**config.mk**
```make
export PLATFORM = sky130hd
export DESIGN_NAME = csync_synth
export DESIGN_NICKNAME = d
export VERILOG_FILES = /design/src/rtl/csync_pkg.sv /design/src/rtl/csync_in_stage.sv /design/src/rtl/csync_meter.sv /design/src/rtl/csync_field.sv /design/src/rtl/csync_broad.sv /design/src/rtl/csync_synth.sv
export SDC_FILE = /design/constraint.sdc
export NUM_CORES = 1
export LEC_CHECK = 0
export ABC_CLOCK_PERIOD_IN_PS = 3300
export BUFFER_PORTS_ARGS = -buffer_cell sky130_fd_sc_hd__buf_2
export CAP_MARGIN = 20
export CORE_UTILIZATION = 38
export CTS_BUF_LIST = sky130_fd_sc_hd__clkbuf_4
export DETAILED_ROUTE_END_ITERATION = 6
export GPL_TIMING_DRIVEN = 0
export HOLD_SLACK_MARGIN = 0.15
export PLACE_DENSITY = 0.49
export SYNTH_ARGS = -nofsm -noshare
export SYNTH_HDL_FRONTEND = slang
export SYNTH_SLANG_ARGS = --single-unit
```
**constraint.sdc**
```tcl
create_clock -name clk_i -period 3.3 [get_ports clk_i]
set_input_delay 0.165 -clock clk_i [delete_from_list [all_inputs] [get_ports clk_i]]
set_output_delay 0.165 -clock clk_i [all_outputs]
set_load 0.03 [all_outputs]
```
**src/rtl/csync_pkg.sv**
```systemverilog
package csync_pkg;

  typedef enum logic [1:0] {
    CLS_NONE = 2'd0,
    CLS_ONE  = 2'd1,
    CLS_TWO  = 2'd2
  } pulse_cls_e;

  function automatic pulse_cls_e classify(input logic [1:0] edges);
    case (edges)
      2'd1:    return CLS_ONE;
      2'd2:    return CLS_TWO;
      default: return CLS_NONE;
    endcase
  endfunction

endpackage

```
**src/rtl/csync_in_stage.sv**
```systemverilog
module csync_in_stage #(
  parameter bit SYNC_ACTIVE_LOW = 1'b1,
  parameter bit HELP_ACTIVE_LOW = 1'b0
) (
  input  logic clk_i,
  input  logic rst_ni,
  input  logic hsync_i,
  input  logic vhelp_i,
  output logic hs_o,
  output logic hs_rise_o,
  output logic hs_fall_o,
  output logic hv_o,
  output logic hv_fall_o
);

  logic hs_q, hs_p, hv_q, hv_p;

  always_ff @(posedge clk_i or negedge rst_ni) begin
    if (!rst_ni) begin
      hs_q <= 1'b0;
      hs_p <= 1'b0;
      hv_q <= 1'b0;
      hv_p <= 1'b0;
    end else begin
      hs_q <= hsync_i ^ SYNC_ACTIVE_LOW;
      hs_p <= hs_q;
      hv_q <= vhelp_i ^ HELP_ACTIVE_LOW;
      hv_p <= hv_q;
    end
  end

  assign hs_o      = hs_q;
  assign hs_rise_o = hs_q & ~hs_p;
  assign hs_fall_o = ~hs_q & hs_p;
  assign hv_o      = hv_q;
  assign hv_fall_o = ~hv_q & hv_p;

endmodule

```
**src/rtl/csync_meter.sv**
```systemverilog
module csync_meter #(
  parameter int CNT_W = 12
) (
  input  logic             clk_i,
  input  logic             rst_ni,
  input  logic             rise_i,
  input  logic             fall_i,
  output logic [CNT_W-1:0] half_o,
  output logic [CNT_W-1:0] wid_o,
  output logic             vld_o
);

  localparam logic [CNT_W-1:0] CNT_MAX = '1;
  localparam logic [CNT_W-1:0] CNT_ONE = CNT_W'(1);

  logic [CNT_W-1:0] cnt_q, len_q, wid_q;
  logic [CNT_W-1:0] cnt_inc;
  logic             seen_q, vld_q;

  // saturating count of clocks since the last leading edge
  assign cnt_inc = (cnt_q == CNT_MAX) ? CNT_MAX : cnt_q + CNT_ONE;

  always_ff @(posedge clk_i or negedge rst_ni) begin
    if (!rst_ni) begin
      cnt_q  <= '0;
      len_q  <= '0;
      wid_q  <= '0;
      seen_q <= 1'b0;
      vld_q  <= 1'b0;
    end else begin
      cnt_q <= rise_i ? '0 : cnt_inc;
      if (rise_i) begin
        seen_q <= 1'b1;
        if (seen_q) begin
          len_q <= cnt_inc;
          vld_q <= 1'b1;
        end
      end
      if (fall_i && seen_q) wid_q <= cnt_inc;
    end
  end

  assign half_o = {1'b0, len_q[CNT_W-1:1]};
  assign wid_o  = wid_q;
  assign vld_o  = vld_q;

endmodule

```
**src/rtl/csync_field.sv**
```systemverilog
module csync_field
  import csync_pkg::*;
(
  input  logic clk_i,
  input  logic rst_ni,
  input  logic rise_i,
  input  logic hv_i,
  input  logic hv_fall_i,
  input  logic per_vld_i,
  output logic lock_o,
  output logic long_o,
  output logic first_o
);

  logic [1:0] hl_q;
  pulse_cls_e prev_q, cls;
  logic       lock_q, long_q;

  assign cls = classify(hl_q);

  always_ff @(posedge clk_i or negedge rst_ni) begin
    if (!rst_ni) begin
      hl_q   <= 2'd0;
      prev_q <= CLS_NONE;
      lock_q <= 1'b0;
      long_q <= 1'b0;
    end else begin
      if (!hv_i) hl_q <= 2'd0;
      else if (rise_i && hl_q != 2'd3) hl_q <= hl_q + 2'd1;
      if (hv_fall_i) begin
        prev_q <= cls;
        lock_q <= per_vld_i && cls != CLS_NONE && prev_q != CLS_NONE && cls != prev_q;
        long_q <= (cls == CLS_ONE);
      end
    end
  end

  assign lock_o  = lock_q;
  assign long_o  = long_q;
  assign first_o = hv_i && rise_i && hl_q == 2'd0;

endmodule

```
**src/rtl/csync_broad.sv**
```systemverilog
module csync_broad #(
  parameter int CNT_W   = 12,
  parameter int VS_HALF = 5,
  localparam int SEG_W  = $clog2(VS_HALF + 1) + 1
) (
  input  logic             clk_i,
  input  logic             rst_ni,
  input  logic             start_i,
  input  logic             long_i,
  input  logic [CNT_W-1:0] half_i,
  input  logic [CNT_W-1:0] wid_i,
  output logic             run_o,
  output logic             gap_o,
  output logic             broad_o,
  output logic [CNT_W-1:0] pos_o,
  output logic [SEG_W-1:0] seg_o,
  output logic [CNT_W-1:0] half_o
);

  localparam logic [SEG_W-1:0] SEG_LONG  = SEG_W'(VS_HALF - 1);
  localparam logic [SEG_W-1:0] SEG_SHORT = SEG_W'(VS_HALF);
  localparam logic [CNT_W-1:0] CNT_ONE   = CNT_W'(1);

  logic             run_q, short_q;
  logic [CNT_W-1:0] pos_q, half_q, wid_q;
  logic [SEG_W-1:0] seg_q, seg_end;

  assign seg_end = short_q ? SEG_SHORT : SEG_LONG;

  always_ff @(posedge clk_i or negedge rst_ni) begin
    if (!rst_ni) begin
      run_q   <= 1'b0;
      short_q <= 1'b0;
      pos_q   <= '0;
      seg_q   <= '0;
      half_q  <= '0;
      wid_q   <= '0;
    end else if (start_i) begin
      // leading edge cycle itself is position 0
      run_q   <= 1'b1;
      short_q <= ~long_i;
      pos_q   <= CNT_ONE;
      seg_q   <= '0;
      half_q  <= half_i;
      wid_q   <= wid_i;
    end else if (run_q) begin
      if (pos_q == half_q - CNT_ONE) begin
        pos_q <= '0;
        if (seg_q == seg_end) run_q <= 1'b0;
        else seg_q <= seg_q + SEG_W'(1);
      end else begin
        pos_q <= pos_q + CNT_ONE;
      end
    end
  end

  assign run_o   = run_q;
  assign gap_o   = short_q && seg_q == '0;
  assign broad_o = ({1'b0, pos_q} + {1'b0, wid_q}) < {1'b0, half_q};
  assign pos_o   = pos_q;
  assign seg_o   = seg_q;
  assign half_o  = half_q;

endmodule

```
**src/rtl/csync_synth.sv**
```systemverilog
module csync_synth #(
  parameter bit SYNC_ACTIVE_LOW = 1'b1,
  parameter bit HELP_ACTIVE_LOW = 1'b0,
  parameter int CNT_W           = 12,
  parameter int VS_HALF         = 5
) (
  input  logic clk_i,
  input  logic rst_ni,
  input  logic hsync_i,
  input  logic vhelp_i,
  output logic csync_o
);

  localparam int SEG_W = $clog2(VS_HALF + 1) + 1;
  localparam logic [CNT_W-1:0] HALF_MIN = CNT_W'(2);

  logic             hs_s, rise_s, fall_s, hv_s, hv_fall_s;
  logic [CNT_W-1:0] meas_half_s, meas_wid_s;
  logic             per_vld_s, lock_s, long_s, first_s, start_s;
  logic             run_s, gap_s, broad_s;
  logic [CNT_W-1:0] pos_s, half_s;
  logic [SEG_W-1:0] seg_s;
  logic             act_s, csync_q;

  csync_in_stage #(
    .SYNC_ACTIVE_LOW(SYNC_ACTIVE_LOW),
    .HELP_ACTIVE_LOW(HELP_ACTIVE_LOW)
  ) u_in (
    .clk_i, .rst_ni, .hsync_i, .vhelp_i,
    .hs_o(hs_s), .hs_rise_o(rise_s), .hs_fall_o(fall_s),
    .hv_o(hv_s), .hv_fall_o(hv_fall_s)
  );

  csync_meter #(.CNT_W(CNT_W)) u_meter (
    .clk_i, .rst_ni,
    .rise_i(rise_s), .fall_i(fall_s),
    .half_o(meas_half_s), .wid_o(meas_wid_s), .vld_o(per_vld_s)
  );

  csync_field u_field (
    .clk_i, .rst_ni,
    .rise_i(rise_s), .hv_i(hv_s), .hv_fall_i(hv_fall_s), .per_vld_i(per_vld_s),
    .lock_o(lock_s), .long_o(long_s), .first_o(first_s)
  );

  assign start_s = first_s && lock_s && meas_half_s >= HALF_MIN;

  csync_broad #(.CNT_W(CNT_W), .VS_HALF(VS_HALF)) u_broad (
    .clk_i, .rst_ni,
    .start_i(start_s), .long_i(long_s), .half_i(meas_half_s), .wid_i(meas_wid_s),
    .run_o(run_s), .gap_o(gap_s), .broad_o(broad_s),
    .pos_o(pos_s), .seg_o(seg_s), .half_o(half_s)
  );

  assign act_s = (run_s && !gap_s) ? broad_s : hs_s;

  always_ff @(posedge clk_i or negedge rst_ni) begin
    if (!rst_ni) csync_q <= SYNC_ACTIVE_LOW;
    else         csync_q <= act_s ^ SYNC_ACTIVE_LOW;
  end

  assign csync_o = csync_q;

endmodule

```
-- Word-level counts from Yosys, hierarchy flattened
Cells that the tools add are included.
- input bits: 4
- logic and storage cells: 85
- output and inout bits: 1
- bits in registers: 90
- equality and inequality tests: 10
- $add $sub $neg: 6
- reduce and logical (&&, ||, !) cells: 20
- $lt $le $gt $ge: 2
- bitwise operators: 9
- mux-type cells: 18
- operator list (kind ; number):
    12-bit 2-to-1 mux ; 5
    12-bit by 1-bit adder with 12-bit output (second input constant) ; 2
    4-bit 2-to-1 mux ; 4
    12-bit by 12-bit adder with 13-bit output ; 1
    13-bit by 11-bit < comparator with 1-bit output ; 1
    12-bit == test ; 1
    12-bit == test (second input constant) ; 1
    11-bit by 1-bit subtractor with 12-bit output (second input constant) ; 1
    11-bit by 2-bit greater-or-equal comparator with 1-bit output (second input constant) ; 1
    1-bit logical AND ; 11
    2-bit nonzero test ; 4
    1-bit 2-to-1 mux ; 6
    1-bit NOT ; 6
    4-bit by 1-bit adder with 4-bit output (second input constant) ; 1
    2-bit by 1-bit == test with 1-bit output (second input constant) ; 2
    4-bit == test ; 1
    4-bit zero test ; 1
    2-bit 2-to-1 mux ; 2
    2-bit != test (second input constant) ; 2
    2-bit case mux with 2 select lines ; 1
    1-bit bitwise AND ; 3
    3-bit AND reduction ; 1
    2-bit by 1-bit adder with 2-bit output (second input constant) ; 1
    2-bit == test (second input constant) ; 1
    5 further kinds ; 5

-- Depth between registers and ports, before layout
- word-level depth: 8
- mapped depth: 16
- mapped depth without buffers: 16

-- Hierarchy
From an unflattened synthesis, not the netlist that was laid out.
- cell total of the unflattened synthesis: 533
- area, all modules: 5161.2 µm²
- modules (own cells, without submodules) (module ; seq. area each (µm²) ; instances ; cells each ; area an instance (µm²)):
    csync_broad ; 1051.0 ; 1 ; 340 ; 3096.7
    csync_meter ; 925.9 ; 1 ; 148 ; 1569.0
    csync_field ; 125.1 ; 1 ; 29 ; 300.3
    csync_in_stage ; 100.1 ; 1 ; 8 ; 125.1
    csync_synth ; 26.3 ; 1 ; 8 ; 70.1

-- Least setup slack after synthesis
No wires, ideal clock.
- kind: register -> register
- start: reg u_broad.pos_q[0] (netlist: u_broad.pos_o[0])
- end: reg csync_q (netlist: csync_o)
- cell stages (with the launch flop): 16
- setup time: 0.089 ns
- clock period less this slack: 2.941 ns
- arrival: 2.852 ns
- data required time: 3.211 ns
- path slack: 0.359 ns
- path buffers: 0
- cells stage by stage: dfrtp_1 -> ha_1 -> inv_1 -> fa_1 -> nor2b_1 -> o31a_1 -> o2111ai_1 -> a21boi_0 -> nor2_1 -> ha_1 -> a21oi_1 -> o21ai_0 -> a211oi_1 -> o21ai_0 -> o31ai_1 -> a31oi_1
- longest elaborated chain between the ends: 4
- ends and longest elaborated chain (item ; RTL line ; source):
    from (decl) ; csync_broad.sv:25 ; logic [CNT_W-1:0] pos_q, half_q, wid_q;
    from (signal assigned) ; csync_broad.sv:52 ; pos_q <= pos_q + CNT_ONE;
    12-bit by 12-bit adder with 13-bit output ; csync_broad.sv:59 ; assign broad_o = ({1'b0, pos_q} + {1'b0, wid_q}) < {1'b0, half_q};
    13-bit by 11-bit < comparator with 1-bit output ; csync_broad.sv:59 ;
    1-bit 2-to-1 mux ; csync_synth.sv:55 ; assign act_s = (run_s && !gap_s) ? broad_s : hs_s;
    1-bit NOT (no source line) ; -- ;
    to (signal assigned) ; csync_synth.sv:59 ; else csync_q <= act_s ^ SYNC_ACTIVE_LOW;
    to (decl) ; csync_synth.sv:23 ; logic act_s, csync_q;
Every way passes these cells.
A chain may end at the register's enable or synchronous reset.

-- Final worst setup path
Same ends and word-level chain as after synthesis.

==> qor.txt <==
STA
------------------------------------------------------------------------------------
Hold Slack                                                                  0.234 ns
Unrepaired setup endpoints after global routing                                   no
Tightest slew margin relative to the limit                                     0.438
Final number of max-transition violations                                          0
Final Hold Viols                                                                   0
Clk_skew                                                                   0.0122 ns
Transition time of the tightest slew-check pin                              0.840 ns
Setup violations, final                                                            0
Upper clock frequency limit                                                0.327 GHz
Min cycle time layout                                                        3.06 ns
Post-route clock period utilization                                            0.927
Final setup TNS                                                                 0 ns

GLOBAL ROUTING
------------------------------------------------------------------------------------
GRT Overall Usage                                                              0.200
Met1 global-route usage                                                        0.252
Pin count of the biggest net entering global routing                              71
Initial antenna violation count                                                    0
Global-route wire length before repair                                      20200 µm
Global route hottest layer                                                      met2
Leftover overflow at the end of global routing                                     0
Global Route met2 Usage                                                        0.344
Number of global-route vias before repair                                       3865
Met3 track utilization from global routing                                    0.0498

SETUP PATH
------------------------------------------------------------------------------------
Startpoint of the worst-slack reg-to-reg timing path                    u_broad.pos_o[0]$_DFFE_PN0P_
Worst path cell trace                                                   ha_1 -> inv_1 -> fa_2 -> nor2b_2 -> o31a_1 -> o2111ai_2 -> a21boi_2 -> nor2_1 -> ha_1 -> a21oi_1 -> o21ai_0 -> a211oi_1 -> o21ai_1 -> o31ai_1 -> a31oi_1
Required time at the endpoint of the critical path                           3.69 ns
Destination of the critical timing path                                 csync_o$_DFF_PN1_
Number of cells on the worst reg-to-reg path                                      15
Buffer and inverter count on the worst path                                        1
Endpoint arrival time on the critical path                                   3.45 ns
Critical Path Source                                                    u_broad.pos_o[0]$_DFFE_PN0P_
Slowest cell on crit path                                                    dfrtp_2
Critical path's most frequent cell                                              ha_1
Critical path fanouts, max                                                         3
Kind of cell adding the most delay to the critical path                 compound AO/OA/AOI/OAI gates
Critical Path Max Stage Delay                                                0.41 ns
Depth of the critical timing path with buffers and inverters included             15
End of the worst register-to-register path                              csync_o$_DFF_PN1_
Crit Path Category                                                      flop to flop
Worst R2R Setup Slack                                                        0.24 ns
Launching element type of the critical path                                     flop
Endpoint kind of the worst setup timing path                                    flop

CTS
------------------------------------------------------------------------------------
Clock buffer depth                                                                 2
TritonCTS sink count                                                              88
Number of levels the H-tree was split into                                         3
Total clock buffers created by CTS                                                 9
Register clock-pin slew on the reported worst setup and hold paths           0.14 ns
Root buf cell                                                               clkbuf_4
Clock latency of the later-clocked register in the worst-skew pair           0.45 ns
Clock tree from TritonCTS                                                      built

RUN STATUS
------------------------------------------------------------------------------------
Run status                                                              complete, no violations

DETAILED ROUTING
------------------------------------------------------------------------------------
Wire length after detailed routing                                          12100 µm
Antenna Nets Post-Route                                                            0
Residual DRC                                                                       0
DRC violation total after the first TritonRoute iteration                        139
Total number of vias                                                            3844
First-pass iteration count of the detailed router                                  4
Wirelength per Cell                                                          16.0 µm
Detailed-route vias per instance                                                5.11

DIE
------------------------------------------------------------------------------------
Core Area                                                                 0.0127 mm²
Starting utilization of the core area                                          0.393
Width of the die                                                              117 µm
Num rows                                                                          41
Number of top-level design ports                                                   5
Area enclosed by the die boundary                                         0.0136 mm²
Vertical extent of the die                                                    117 µm

LOGIC SYNTHESIS
------------------------------------------------------------------------------------
Count of yosys warnings during synthesis                                           0
Syn Std Cell Area                                                        0.00500 mm²
Number of enable flip-flop cells after synthesis                                   0
Part of the Yosys area used for sequential elements                            0.441
Seq cells post-synth                                                              88
Main flop type after synthesis                                               dfrtp_1
Post-Syn Instances                                                               554
Library cells used by synthesis                                                   54
Synthesized area divided by synthesized cell count                          9.03 µm²
Asr flop ratio synth                                                            1.00
Post-Syn Nets                                                                    590

LAYOUT
------------------------------------------------------------------------------------
Nets                                                                             611
Multi-input logic area                                                   0.00263 mm²
Number of standard cells in the layout, taps in and fillers out                  752
Share of the core filled with cells in the final layout                        0.429
Fraction of final layout cells sized beyond drive strength 1                  0.0759
Antenna diode instance count                                                       0
Register Area                                                            0.00221 mm²
Area growth from synthesis to layout                                           9.06%
Fillcell total                                                                  1292

PLACE
------------------------------------------------------------------------------------
Dpl hpwl                                                                     8880 µm
Cell Count Post-Placement                                                        731
GP Congestion                                                                  0.773
Count of buffers from port buffering                                               4

POWER AND IR DROP
------------------------------------------------------------------------------------
Power per unit of standard cell area                                      405 mW/mm²
Static Leak                                                                  2.47 nW
IR Drop Worst-Case VDD                                                        358 µV

HOLD PATH
------------------------------------------------------------------------------------
Type of the most critical hold path                                     input port to async pin

RUN
------------------------------------------------------------------------------------
Max Cap Viol                                                                       0

-- worst register-to-register path: cells and delay by family (launching register included) --
kind,cells,cell delay [ns]
and+or+nand+nor,2,0.23
adders and majority gates,3,0.82
DFF,1,0.41
buffers and inverters,1,0.06
AOI/OAI and AO/OA,9,1.49
-- final cells by class --
cell class / count / area share
clock inverters: 5 / 0.00596
inverters: 27 / 0.0186
flip-flops and latches: 88 / 0.404
clock buffers: 11 / 0.0151
repair buffers: 10 / 0.0179
multi-input cells: 416 / 0.481
well taps: 172 / 0.0395
plain buffers: 23 / 0.0172
-- kinds of logic after synthesis --
group           Yosys count  synth area share
fa+ha+maj                32            0.0816
compound gates          104             0.125
buf+inv                  50            0.0390
simple gates            243             0.247
xor+xnor                 29            0.0508
mux                       8            0.0168
flops                    88             0.441
-- cells in the mapped netlist (7+ instances only) --
cell / n / area share
nand2b_1: 7 / 0.0088
nand3b_1: 13 / 0.020
xor2_1: 7 / 0.012
dfrtp_1: 87 / 0.44
nand3_1: 18 / 0.018
nor4b_1: 8 / 0.014
nand2_1: 101 / 0.076
clkbuf_1: 22 / 0.017
xnor2_1: 22 / 0.039
inv_1: 27 / 0.020
nor2b_1: 8 / 0.010
a21oi_1: 16 / 0.016
nor2_1: 41 / 0.031
and3_1: 12 / 0.015
ha_1: 31 / 0.078
o21ai_0: 58 / 0.058
-- worst min path at each step --
| stage | start | endpoint | slack, ns | cells after the start |
|---|---|---|---|---|
| 6_report | rst_ni | csync_o$_DFF_PN1_ | 0.23 | 2 |
| 3_3_place_gp | vhelp_i | u_in.hv_o$_DFF_PN0_ | 0.27 | 1 |
| 2_1_floorplan | rst_ni | u_broad.half_o[0]$_DFFE_PN0P_ | -0.13 | 0 |
| 5_1_grt | rst_ni | csync_o$_DFF_PN1_ | 0.19 | 2 |
| 4_1_cts | rst_ni | csync_o$_DFF_PN1_ | 0.20 | 2 |
| 3_5_place_dp | rst_ni | u_broad.seg_o[3]$_DFFE_PN0P_ | 0.07 | 1 |
-- state kept, by name, indices dropped and copies added (netlist names) --
signal / cells
csync_o: 1
u_broad.half_o: 11
u_broad.pos_o: 12
u_broad.run_o: 1
u_broad.seg_o: 4
u_broad.short_q: 1
u_broad.wid_q: 12
u_field.hl_q: 2
u_field.lock_o: 1
u_field.long_o: 1
u_field.prev_q: 1
u_in.hs_o: 1
u_in.hs_p: 1
u_in.hv_o: 1
u_in.hv_p: 1
u_meter.cnt_q: 12
u_meter.len_q: 11
u_meter.seen_q: 1
u_meter.vld_o: 1
u_meter.wid_o: 12
-- repair_timing --
| action | CTS | global route |
|---|---|---|
| hold buffers | 4 | 0 |
| gates resized for setup | 4 | 6 |
| endpoints found under the hold margin | 90 | 0 |
| pin swaps | 1 | 4 |
| setup buffers | 1 | 0 |
| endpoints found under the setup margin | 1 | 21 |
-- per-layer routing --
layer	wire (µm)	vias up	part of all wire
met2	5880	34	0.49
met3	357	10	0.030
met5	0	-	0
li1	-	1956	-
met1	5730	1844	0.47
met4	109	0	0.0090
-- report_power, final --
part	internal [mW]	switching [mW]
sequential	1.17	0.0786
clock	0.171	0.383
combinational	0.171	0.238
total	1.51	0.699
-- stage by stage --
stage          power, mW  cell area [µm²]  setup WS (ns)
2_1_floorplan       1.53             5000          0.359
4_1_cts             2.25             5430         0.0115
3_3_place_gp        1.65             5240         -0.171
5_1_grt             2.36             5450        0.00944
6_report            2.21             5450          0.242
3_5_place_dp        1.66             5270         -0.195
-- cells in the final DEF (no fill, tap or decap), types with 7 or more instances in the layout --
master	instances
nor4b_1	8
clkbuf_4	11
nand2b_1	7
clkbuf_1	22
nor2b_1	7
xnor2_1	22
nor2_1	41
nand3b_1	13
xor2_1	7
nand3_1	18
o21ai_0	57
inv_1	27
and3_1	12
dfrtp_1	85
nand2_1	101
ha_1	31
a21oi_1	16
Note: power is estimated with default switching activity, not from simulation.
